$ cat config.mk
export PLATFORM = sky130hd
export DESIGN_NAME = exc_lifecycle_seq
export DESIGN_NICKNAME = d
export VERILOG_FILES = /design/src/rtl/exc_seq_pkg.sv /design/src/rtl/exc_line_edge.sv /design/src/rtl/exc_escalate.sv /design/src/rtl/exc_rtb_calc.sv /design/src/rtl/exc_lifecycle_seq.sv
export SDC_FILE = /design/constraint.sdc
export NUM_CORES = 1
export LEC_CHECK = 0
export CAP_MARGIN = 20
export CORE_MARGIN = 4
export CORE_UTILIZATION = 45
export CTS_CLUSTER_SIZE = 25
export DETAILED_ROUTE_END_ITERATION = 6
export PLACE_DENSITY = 0.92
export SYNTH_ARGS = -nofsm -noshare
export SYNTH_HDL_FRONTEND = slang
export SYNTH_HIERARCHICAL = 1
export SYNTH_SLANG_ARGS = --single-unit
$ cat constraint.sdc
create_clock -name clk -period 5.8 [get_ports clk]
set_clock_uncertainty 0.1 [all_clocks]
set_input_delay 0.87 -clock clk [delete_from_list [all_inputs] [get_ports clk]]
set_output_delay 0.87 -clock clk [all_outputs]
set_load 0.02 [all_outputs]
$ cat src/rtl/exc_seq_pkg.sv
`timescale 1ns/1ps
package exc_seq_pkg;
   localparam int unsigned FIRST_EXT_VEC  = 16;
   localparam int unsigned HARD_VEC       = 3;
   localparam int unsigned SYNC_FIRST_CFG = 4;
   localparam int unsigned SYNC_END_VEC   = 14;
   localparam int unsigned TICK_VEC       = 15;
   localparam int unsigned NUM_SYNC_CFG   = SYNC_END_VEC - SYNC_FIRST_CFG;

   typedef enum logic [2:0] {
      OP_IDLE,
      OP_COMPLETE,
      OP_ACK,
      OP_SET,
      OP_CLEAR
   } seq_op_e;
endpackage

$ cat src/rtl/exc_line_edge.sv
`timescale 1ns/1ps
module exc_line_edge #(
   parameter int N = 8
) (
   input  logic         clk,
   input  logic         rst_n,
   input  logic [N-1:0] lines_i,
   output logic [N-1:0] level_o,
   output logic [N-1:0] rise_o
);
   for (genvar i = 0; i < N; i++) begin : g_line
      logic lvl_q;
      always_ff @(posedge clk or negedge rst_n) begin
         if (!rst_n) lvl_q <= 1'b0;
         else        lvl_q <= lines_i[i];
      end
      assign level_o[i] = lvl_q;
      assign rise_o[i]  = lines_i[i] & ~lvl_q;
   end
endmodule

$ cat src/rtl/exc_escalate.sv
`timescale 1ns/1ps
module exc_escalate
   import exc_seq_pkg::*;
#(
   parameter int NVEC = 24,
   parameter int VW   = 5,
   parameter int PW   = 8
) (
   input  logic [VW-1:0]              vec_i,
   input  logic [NVEC-1:0]            en_i,
   input  logic [NUM_SYNC_CFG*PW-1:0] prio_i,
   input  logic signed [PW+1:0]       exec_i,
   output logic                       escalate_o,
   output logic                       lockup_o
);
   logic               is_sync;
   logic signed [PW+1:0] eff_prio;
   logic               en_hit;

   always_comb begin
      is_sync  = (vec_i == VW'(HARD_VEC));
      eff_prio = '1;
      for (int i = 0; i < int'(NUM_SYNC_CFG); i++) begin
         if (vec_i == VW'(int'(SYNC_FIRST_CFG) + i)) begin
            is_sync  = 1'b1;
            eff_prio = signed'({2'b00, prio_i[i*PW +: PW]});
         end
      end
   end

   assign en_hit     = |(en_i & (NVEC'(1) << vec_i));
   assign escalate_o = is_sync && ((eff_prio >= exec_i) || !en_hit);
   assign lockup_o   = escalate_o && (exec_i < 0);
endmodule

$ cat src/rtl/exc_rtb_calc.sv
`timescale 1ns/1ps
module exc_rtb_calc #(
   parameter int NVEC         = 24,
   parameter bit USE_POPCOUNT = 1'b1
) (
   input  logic [NVEC-1:0] act_i,
   output logic            at_most_one_o
);
   if (USE_POPCOUNT) begin : g_pop
      assign at_most_one_o = ($countones(act_i) <= 1);
   end else begin : g_lowbit
      assign at_most_one_o = ((act_i & (act_i - NVEC'(1))) == '0);
   end
endmodule

$ cat src/rtl/exc_lifecycle_seq.sv
`timescale 1ns/1ps
module exc_lifecycle_seq
   import exc_seq_pkg::*;
#(
   parameter int NUM_EXT      = 8,
   parameter int PRIO_W       = 8,
   parameter bit RTB_POPCOUNT = 1'b1,
   localparam int NVEC        = FIRST_EXT_VEC + NUM_EXT,
   localparam int VW          = $clog2(NVEC)
) (
   input  logic                           clk,
   input  logic                           rst_n,
   input  logic [NUM_EXT-1:0]             ext_lines,
   input  logic                           tick,
   input  logic                           set_req,
   input  logic [VW-1:0]                  set_vec,
   input  logic                           clr_req,
   input  logic [VW-1:0]                  clr_vec,
   input  logic                           ack_req,
   input  logic [VW-1:0]                  ack_vec,
   input  logic                           cmp_req,
   input  logic [VW-1:0]                  cmp_vec,
   input  logic [NVEC-1:0]                vec_en,
   input  logic [NUM_SYNC_CFG*PRIO_W-1:0] sync_prio,
   input  logic signed [PRIO_W+1:0]       exec_prio,
   output logic [NVEC-1:0]                pending,
   output logic [NVEC-1:0]                active,
   output logic [NUM_EXT-1:0]             line_level,
   output logic [VW-1:0]                  cur_exc,
   output logic                           forced,
   output logic                           lockup,
   output logic                           bad_return,
   output logic                           ret_base
);
   if (NUM_EXT < 1 || NUM_EXT > 496) begin : g_bad_ext
      $error("NUM_EXT out of range");
   end
   if (PRIO_W < 2 || PRIO_W > 8) begin : g_bad_prio
      $error("PRIO_W out of range");
   end

   // one-hot select of a vector; vector 0 and out-of-range numbers select nothing
   function automatic logic [NVEC-1:0] vsel(input logic [VW-1:0] v);
      return (NVEC'(1) << v) & ~NVEC'(1);
   endfunction

   logic [NVEC-1:0] pend_q, pend_n, act_q, act_n;
   logic [VW-1:0]   cur_q, cur_n;
   logic            forced_q, forced_n, lock_q, lock_n, bad_q, bad_n, rtb_q, rtb_n;
   logic [NUM_EXT-1:0] rise, level;
   logic            esc, esc_lock, one_or_less;
   seq_op_e         op;

   exc_line_edge #(.N(NUM_EXT)) u_edge (
      .clk(clk), .rst_n(rst_n), .lines_i(ext_lines), .level_o(level), .rise_o(rise)
   );

   exc_escalate #(.NVEC(NVEC), .VW(VW), .PW(PRIO_W)) u_esc (
      .vec_i(set_vec), .en_i(vec_en), .prio_i(sync_prio), .exec_i(exec_prio),
      .escalate_o(esc), .lockup_o(esc_lock)
   );

   exc_rtb_calc #(.NVEC(NVEC), .USE_POPCOUNT(RTB_POPCOUNT)) u_rtb (
      .act_i(act_q), .at_most_one_o(one_or_less)
   );

   always_comb begin
      if (cmp_req)      op = OP_COMPLETE;
      else if (ack_req) op = OP_ACK;
      else if (set_req) op = OP_SET;
      else if (clr_req) op = OP_CLEAR;
      else              op = OP_IDLE;
   end

   logic [NVEC-1:0] cmp_sel, ack_sel, set_sel, clr_sel, level_span, rise_span;
   assign cmp_sel    = vsel(cmp_vec);
   assign ack_sel    = vsel(ack_vec);
   assign set_sel    = vsel(set_vec);
   assign clr_sel    = vsel(clr_vec);
   assign level_span = {level, {FIRST_EXT_VEC{1'b0}}};
   assign rise_span  = {rise, {FIRST_EXT_VEC{1'b0}}};

   always_comb begin
      pend_n   = pend_q;
      act_n    = act_q;
      cur_n    = cur_q;
      forced_n = forced_q;
      lock_n   = lock_q;
      rtb_n    = rtb_q;
      bad_n    = 1'b0;
      unique case (op)
         OP_COMPLETE: begin
            if ((act_q & cmp_sel) != '0) begin
               rtb_n  = one_or_less;
               act_n  = act_q & ~cmp_sel;
               pend_n = pend_q | (cmp_sel & level_span);
            end else begin
               bad_n = 1'b1;
            end
         end
         OP_ACK: begin
            if ((ack_sel & pend_q & vec_en) != '0) begin
               act_n  = act_q | ack_sel;
               pend_n = pend_q & ~ack_sel;
               cur_n  = ack_vec;
            end
         end
         OP_SET: begin
            if (esc_lock) begin
               lock_n = 1'b1;
            end else if (esc) begin
               pend_n[HARD_VEC] = 1'b1;
               forced_n         = 1'b1;
            end else begin
               pend_n = pend_q | set_sel;
            end
         end
         OP_CLEAR: pend_n = pend_q & ~clr_sel;
         default: ;
      endcase
      pend_n = pend_n | rise_span;
      if (tick) pend_n[TICK_VEC] = 1'b1;
   end

   always_ff @(posedge clk or negedge rst_n) begin
      if (!rst_n) begin
         pend_q   <= '0;
         act_q    <= '0;
         cur_q    <= '0;
         forced_q <= 1'b0;
         lock_q   <= 1'b0;
         bad_q    <= 1'b0;
         rtb_q    <= 1'b1;
      end else begin
         pend_q   <= pend_n;
         act_q    <= act_n;
         cur_q    <= cur_n;
         forced_q <= forced_n;
         lock_q   <= lock_n;
         bad_q    <= bad_n;
         rtb_q    <= rtb_n;
      end
   end

   assign pending    = pend_q;
   assign active     = act_q;
   assign line_level = level;
   assign cur_exc    = cur_q;
   assign forced     = forced_q;
   assign lockup     = lock_q;
   assign bad_return = bad_q;
   assign ret_base   = rtb_q;
endmodule

==> results of run 1 <==
[power by group through the flow]
stage / Combinational [W] / Sequential [W] / Clock [W]
detailed placement: 0.000725 / 0.000533 / 0
global route: 0.000800 / 0.000532 / 0.000631
global placement: 0.000692 / 0.000532 / 0
finish: 0.000730 / 0.000526 / 0.000612
CTS: 0.000728 / 0.000526 / 0.000612
floorplan: 0.000366 / 0.000571 / 0
[final timing paths]
| path | to |
|---|---|
| min reg2reg | forced |
| max in group asynchronous | cur_exc[2] |
| max reg2reg | ret_base |
| min | forced |
| max | pending[15] |
| min in group asynchronous | pending[3] |
[state kept, by name, summed over array words and instances (netlist names)]
signal and flops:
ret_base 1, u_edge/g_line.lvl_q 8, lockup 1, active 23, cur_exc 5, bad_return 1, forced 1, pending 23
[synthesized netlist by cell type (15+ instances only)]
library cell  count  area, um2
a21oi_1          38      190.2
ha_1             29      362.9
dfrtp_1          62       1551
fa_1             16      320.3
nand2_1          61      229.0
o22ai_1          25      156.4
a31oi_1          30      187.7
inv_1            70      262.8
nand3_1          26      130.1
o21ai_0          52      260.3
nand2b_1         17      106.4
nor2b_1          21      131.4
nor2_1           32      120.1
buf_2            15      75.07
[worst max-delay path, delay by kind of cell]
family / cells / cell delay (ns)
buf+inv: 1 / 0.66
simple gates: 9 / 2.43
fa+ha+maj: 1 / 0.18
compound gates: 7 / 1.33
[final cells by class]
cell class                 instances  area (um2)
clock inverter                     7       103.9
sequential                        63        1578
inverter                          70       262.8
multi-input combinational        537        3884
fill                            1067        4352
clock buffer                       9       225.2
tap                              172       215.2
timing repair buffer             225        2205
[placed cells by master, fill, tap and decap left out, drive strengths merged, types with 6 or more instances in the layout]
| master | Yosys | routed |
|---|---|---|
| nand3 | 26 | 26 |
| a21oi | 38 | 38 |
| o21ai | 53 | 53 |
| buf | 35 | 17 |
| nor3 | 13 | 13 |
| a21o | 9 | 9 |
| ha | 29 | 29 |
| clkbuf | 15 | 9 |
| dfrtp | 62 | 62 |
| o22ai | 25 | 25 |
| mux2 | 8 | 8 |
| nor2b | 29 | 29 |
| clkdlybuf4s50 | 0 | 208 |
| nor2 | 32 | 32 |
| mux4 | 7 | 7 |
| o31ai | 10 | 10 |
| inv | 70 | 72 |
| nand4 | 9 | 9 |
| o41ai | 13 | 13 |
| nand2 | 62 | 62 |
| a31oi | 30 | 30 |
| nor3b | 6 | 6 |
| mux2i | 6 | 6 |
| fa | 16 | 16 |
| a211oi | 6 | 6 |
| nand3b | 13 | 13 |
| nand2b | 17 | 17 |
[routing by layer]
layer  share of wire (%)  routed length [um]  global-route usage [%]
met5                   0                   0                       0
met1                  39                8842                   39.95
met3                  12                2814                   6.679
met2                  45               10140                   44.17
met4                 3.9                 887                   9.550
[through the flow]
stage | instance area [um2] | std cells | power (W) | util, % | hold slack [ns]
3_3_place_gp | 8144 | 1067 | 0.001224 | 63.50 | 0.3546
2_1_floorplan | 6015 | 720 | 0.0009365 | - | 0.4656
5_1_grt | 8473 | 1083 | 0.001963 | 66.07 | 0.3851
4_1_cts | 8473 | 1083 | 0.001865 | 66.07 | 0.3660
6_report | 8473 | 1083 | 0.001869 | 66.07 | 0.3584
3_5_place_dp | 8144 | 1067 | 0.001258 | 63.50 | 0.3470
[cells by family after synthesis]
| group | share of synthesized area, % |
|---|---|
| and+or+nand+nor | 23.04 |
| adders and majority gates | 11.37 |
| other | 0.06243 |
| muxes | 5.124 |
| xor gates and xnor gates | 0.1458 |
| DFF | 26.27 |
| buffers and inverters | 9.206 |
| AOI/OAI and AO/OA | 24.79 |
==> flow_summary.yaml, run 1 <==
clock_tree:
  cts_root_buf: "clkbuf_16"
  htree_levels: 3
  clock_path_buffers: 2
  clkTransAtPathRegs_ns: 0.06
  cts_tree: "yes"
  clk_latency_ns: 0.34
  cts_resized: 0
  cts_hold_buf: 0
  clock-sinks: 63
  cts-buffers-inserted: 9
  cts_setup_buffers: 0
die:
  boundaryPins: 214
  die_x_um: 123.5
  start_util_pct: 46.84
  die_h_um: 123.5
  die_area_um2: 15260
  coreArea_um2: 12820
  core.rowCount: 41
worst_setup_path:
  endpoint_kind: "flop"
  r2r_slack_ns: 0.53
  worstPathArrival_ns: 5.50
  crit_fanout: 10
  required_ns: 5.96
  crit_type: "in -> reg"
  slowest_stage: "clkdlybuf4s50_1"
  slowest_delay_ns: 0.66
  path_cells: "clkdlybuf4s50_1 -> nor4b_2 -> nand2b_1 -> o221ai_1 -> nor3_1 -> or2_1 -> ha_1 -> a21oi_1 -> nor4b_1 -> nand3_1 -> o21ai_0 -> o22ai_1 -> nor4_2 -> and3_1 -> a31oi_1 -> a21oi_1 -> nor2_1 -> a21oi_1"
  cp-startpoint: "set_vec[1]"
  r2r_cells: 18
  cpMostUsedCell: "a21oi_1"
  reg2reg_from: "active[1]"
  start_kind: "input pin"
drt:
  ant_nets: 0
  drt_pass1_iterations: 7
  drc: 10
  viasPerCell: 6.159
  vias: 6670
  drt_iter0_drc: 1031
  wl_per_cell_um: 20.94
  wl_mm: 22.68
sta:
  period_minus_slack_ns: 5.340
  hold_viol: 0
  setup_viol: 0
  worst_pin_slew_ns: 0.8669
  slew_violations: 0
  rsz0062_at_grt: "no"
  max_freq_mhz: 187.3
  tns_ns: 0
  fin_ws_ns: 0.4597
  max_slew_margin_pct: 42.09
  final.period_utilization_pct: 92.07
logic_synthesis:
  yosysWarnings: 6
  yosysSeqAreaShare_pct: 26.27
  ys_types: 78
  synth_area_um2: 6007
  synthFlopType: "dfrtp_1"
  synth_area_per_cell_um2: 8.366
  async_flop_share_pct: 100.0
  synth_edf_count: 0
  syn_inst: 718
  ys_seq_elements: 63
placement:
  dpl_worst_slack_ns: 0.3036
  gp_congestion: 1.007
  port_buffers: 210
  dp_hpwl_mm: 17.82
power:
  ir_worst_vdd_mv: 0.1649
  swShare_pct: 34.60
  power.switching_w: 0.0006466
  p_int_w: 0.001222
  p_leak_nw: 3.419
  power.density_nw_per_um2: 220.5
  pwr-share-comb_pct: 39.1
  power_frac_clock_pct: 32.8
  power_frac_seq_pct: 28.2
cells_and_area:
  drive_above_1_share_pct: 8.123
  syn_to_final_growth_pct: 41.05
  n_antenna_cell: 0
  nNetsFinal: 1100
global_routing:
  grt_usage_pct: 28.72
  grt_pass1_vias: 6384
  grt_max_degree: 64
  antenna_found_initial: 0
  grt_pass1_wl_mm: 34.05
  globalRouteOverflowTotal: 0
worst_hold_path:
  min_path_cells: 1
  hold_start: "forced"
  worstHoldPathType: "reg -> reg"
run_status:
  status: "finished with violations"
  violations: "DRC"
run:
  cap_violations: 0
Power figures use the tool's default switching activity.
==> inputs of run 2 (changes only) <==
--- a/config.mk
+++ b/config.mk
@@ -7,10 +7,10 @@
 export LEC_CHECK = 0
 export CAP_MARGIN = 20
 export CORE_MARGIN = 4
-export CORE_UTILIZATION = 45
+export CORE_UTILIZATION = 25
 export CTS_CLUSTER_SIZE = 25
 export DETAILED_ROUTE_END_ITERATION = 6
-export PLACE_DENSITY = 0.92
+export PLACE_DENSITY = 0.62
 export SYNTH_ARGS = -nofsm -noshare
 export SYNTH_HDL_FRONTEND = slang
 export SYNTH_HIERARCHICAL = 1
==> flow_summary.yaml, run 2 (same netlist as run 1, synthesis figures left out) <==
sta:
  worst_pin_slew_ns: 0.9190
  setup_viol: 0
  rsz0062_at_grt: "no"
  period_minus_slack_ns: 5.264
  final.period_utilization_pct: 90.77
  hold_viol: 0
  max_slew_margin_pct: 38.60
  max_freq_mhz: 190.0
  tns_ns: 0
  slew_violations: 0
clock_tree:
  cts_setup_buffers: 0
  cts-buffers-inserted: 9
  cts_resized: 0
  cts_hold_buf: 0
  clock_path_buffers: 2
  clkTransAtPathRegs_ns: 0.05
  clock-sinks: 63
  cts_root_buf: "clkbuf_16"
  cts_tree: "yes"
  htree_levels: 3
  clk_latency_ns: 0.34
worst_setup_path:
  crit_type: "in -> reg"
  worstReg2RegEnd: "ret_base"
  path_cells: "clkdlybuf4s50_1 -> nor4b_2 -> nand2b_1 -> o221ai_1 -> nor3_1 -> or2_1 -> ha_1 -> a21oi_1 -> nor4b_1 -> nand3_1 -> o21ai_0 -> o22ai_1 -> nor3_1 -> and3_1 -> a21oi_1 -> a31oi_1 -> nor2_1 -> o21ai_0"
  slowest_stage: "nor4b_2"
  crit_fanout: 9
  endpoint_kind: "flop"
  r2r_slack_ns: 0.64
  worstPathArrival_ns: 5.42
  r2r_cells: 18
  slowest_delay_ns: 0.63
  reg2reg_from: "active[1]"
  required_ns: 5.95
  start_kind: "input pin"
global_routing:
  use_met1_pct: 24.12
  grt_max_degree: 64
  antenna_found_initial: 0
  grt_pass1_vias: 6251
  globalRouteOverflowTotal: 0
  grt_pass1_wl_mm: 36.07
  use_met2_pct: 27.32
  grt_use_met3_pct: 3.255
  top_usage_layer: "met2"
  grt_usage_pct: 17.27
power:
  power.switching_w: 0.0006262
  power_frac_clock_pct: 32.6
  pwr-share-comb_pct: 39.0
  ir_worst_vdd_mv: 0.1087
  p_leak_nw: 3.403
  power_frac_seq_pct: 28.5
  p_int_w: 0.001226
  power.density_nw_per_um2: 214.3
  swShare_pct: 33.80
cells_and_area:
  final_cell_mix: "clkdlybuf4s50_1 (208), inv_1 (70), dfrtp_1 (62), nand2_1 (61), o21ai_0 (52)"
  n_antenna_cell: 0
  final_common_cell: "clkdlybuf4s50_1"
  multi_input_area_um2: 3884
  final_util_pct: 36.72
  syn_to_final_growth_pct: 43.91
  regArea_um2: 1578
  n_fill_cell: 2469
  drive_above_1_share_pct: 7.921
  nNetsFinal: 1098
  final_area_um2: 8645
worst_hold_path:
  min_path_cells: 1
  holdPathEnd: "forced"
  worstHoldPathType: "reg -> reg"
  hold_start: "forced"
drt:
  wl_mm: 24.03
  vias: 6395
  ant_nets: 0
  drc: 0
  viasPerCell: 5.208
  drt_pass1_iterations: 4
  wl_per_cell_um: 19.57
  drt_iter0_drc: 514
placement:
  placed_area_um2: 8313
  gp_congestion: 0.9010
  port_buffers: 210
  dp_hpwl_mm: 19.27
run_status:
  status: "finished, final reports clean"
die:
  die_h_um: 163.0
  boundaryPins: 214
  start_util_pct: 25.52
  die_area_um2: 26570
  coreArea_um2: 23540
  die_x_um: 163.0
  core.rowCount: 56
run:
  cap_violations: 0
## run 2: cell types whose count changed in the layout (fill, tap and decap cells not counted), sizes merged
cell	previous run	this run
buf	17	15
clkinv	3	1
clkinvlp	0	2
clkbuf	9	10
inv	72	71
## run 2: cell type report
cell class | count | share of cell area (%)
Clock buffer | 10 | 2.765
Clock inverter | 6 | 1.071
Inverter | 70 | 3.040
Multi-Input combinational cell | 537 | 44.93
Sequential cell | 63 | 18.25
Tap cell | 319 | 4.617
Timing Repair Buffer | 223 | 25.33
## run 2: through the flow
step	total power [W]	cells	hold slack, ns	setup WS, ns
finish	0.001853	1228	0.3633	0.5356
floorplan	0.0009365	720	0.4656	0.7146
global placement	0.001243	1212	0.3601	0.4041
CTS	0.001862	1228	0.3700	0.5765
detailed placement	0.001252	1212	0.3578	0.2693
global route	0.001966	1228	0.3890	0.1506
## run 2: worst max-delay path, delay by kind of cell
kind | cells | cell delay (ns)
compound gates | 7 | 1.35
buf+inv | 1 | 0.62
simple gates | 9 | 2.40
fa+ha+maj | 1 | 0.18
## run 2: worst max path at each step
stage | start | end | depth (start not counted)
finish | set_vec[4] | pending[19] | 18
global route | set_vec[4] | pending[19] | 18
CTS | set_vec[4] | pending[19] | 18
detailed placement | set_vec[4] | pending[19] | 18
global placement | set_vec[4] | pending[15] | 18
floorplan | active[1] | ret_base | 18
## run 2: power groups by stage
stage | combinational, W | clock, W | sequential, W
6_report | 0.000722 | 0.000603 | 0.000527
3_5_place_dp | 0.000717 | 0 | 0.000535
5_1_grt | 0.000799 | 0.000634 | 0.000533
3_3_place_gp | 0.000708 | 0 | 0.000534
2_1_floorplan | 0.000366 | 0 | 0.000571
4_1_cts | 0.000726 | 0.000608 | 0.000528
## run 2: routing by layer
| metal | part of all wire, % | vias to the layer above |
|---|---|---|
| met2 | 46 | 306 |
| met1 | 45 | 3028 |
| li1 | - | 3010 |
| met5 | 0 | - |
| met4 | 2.5 | 0 |
| met3 | 6.7 | 51 |
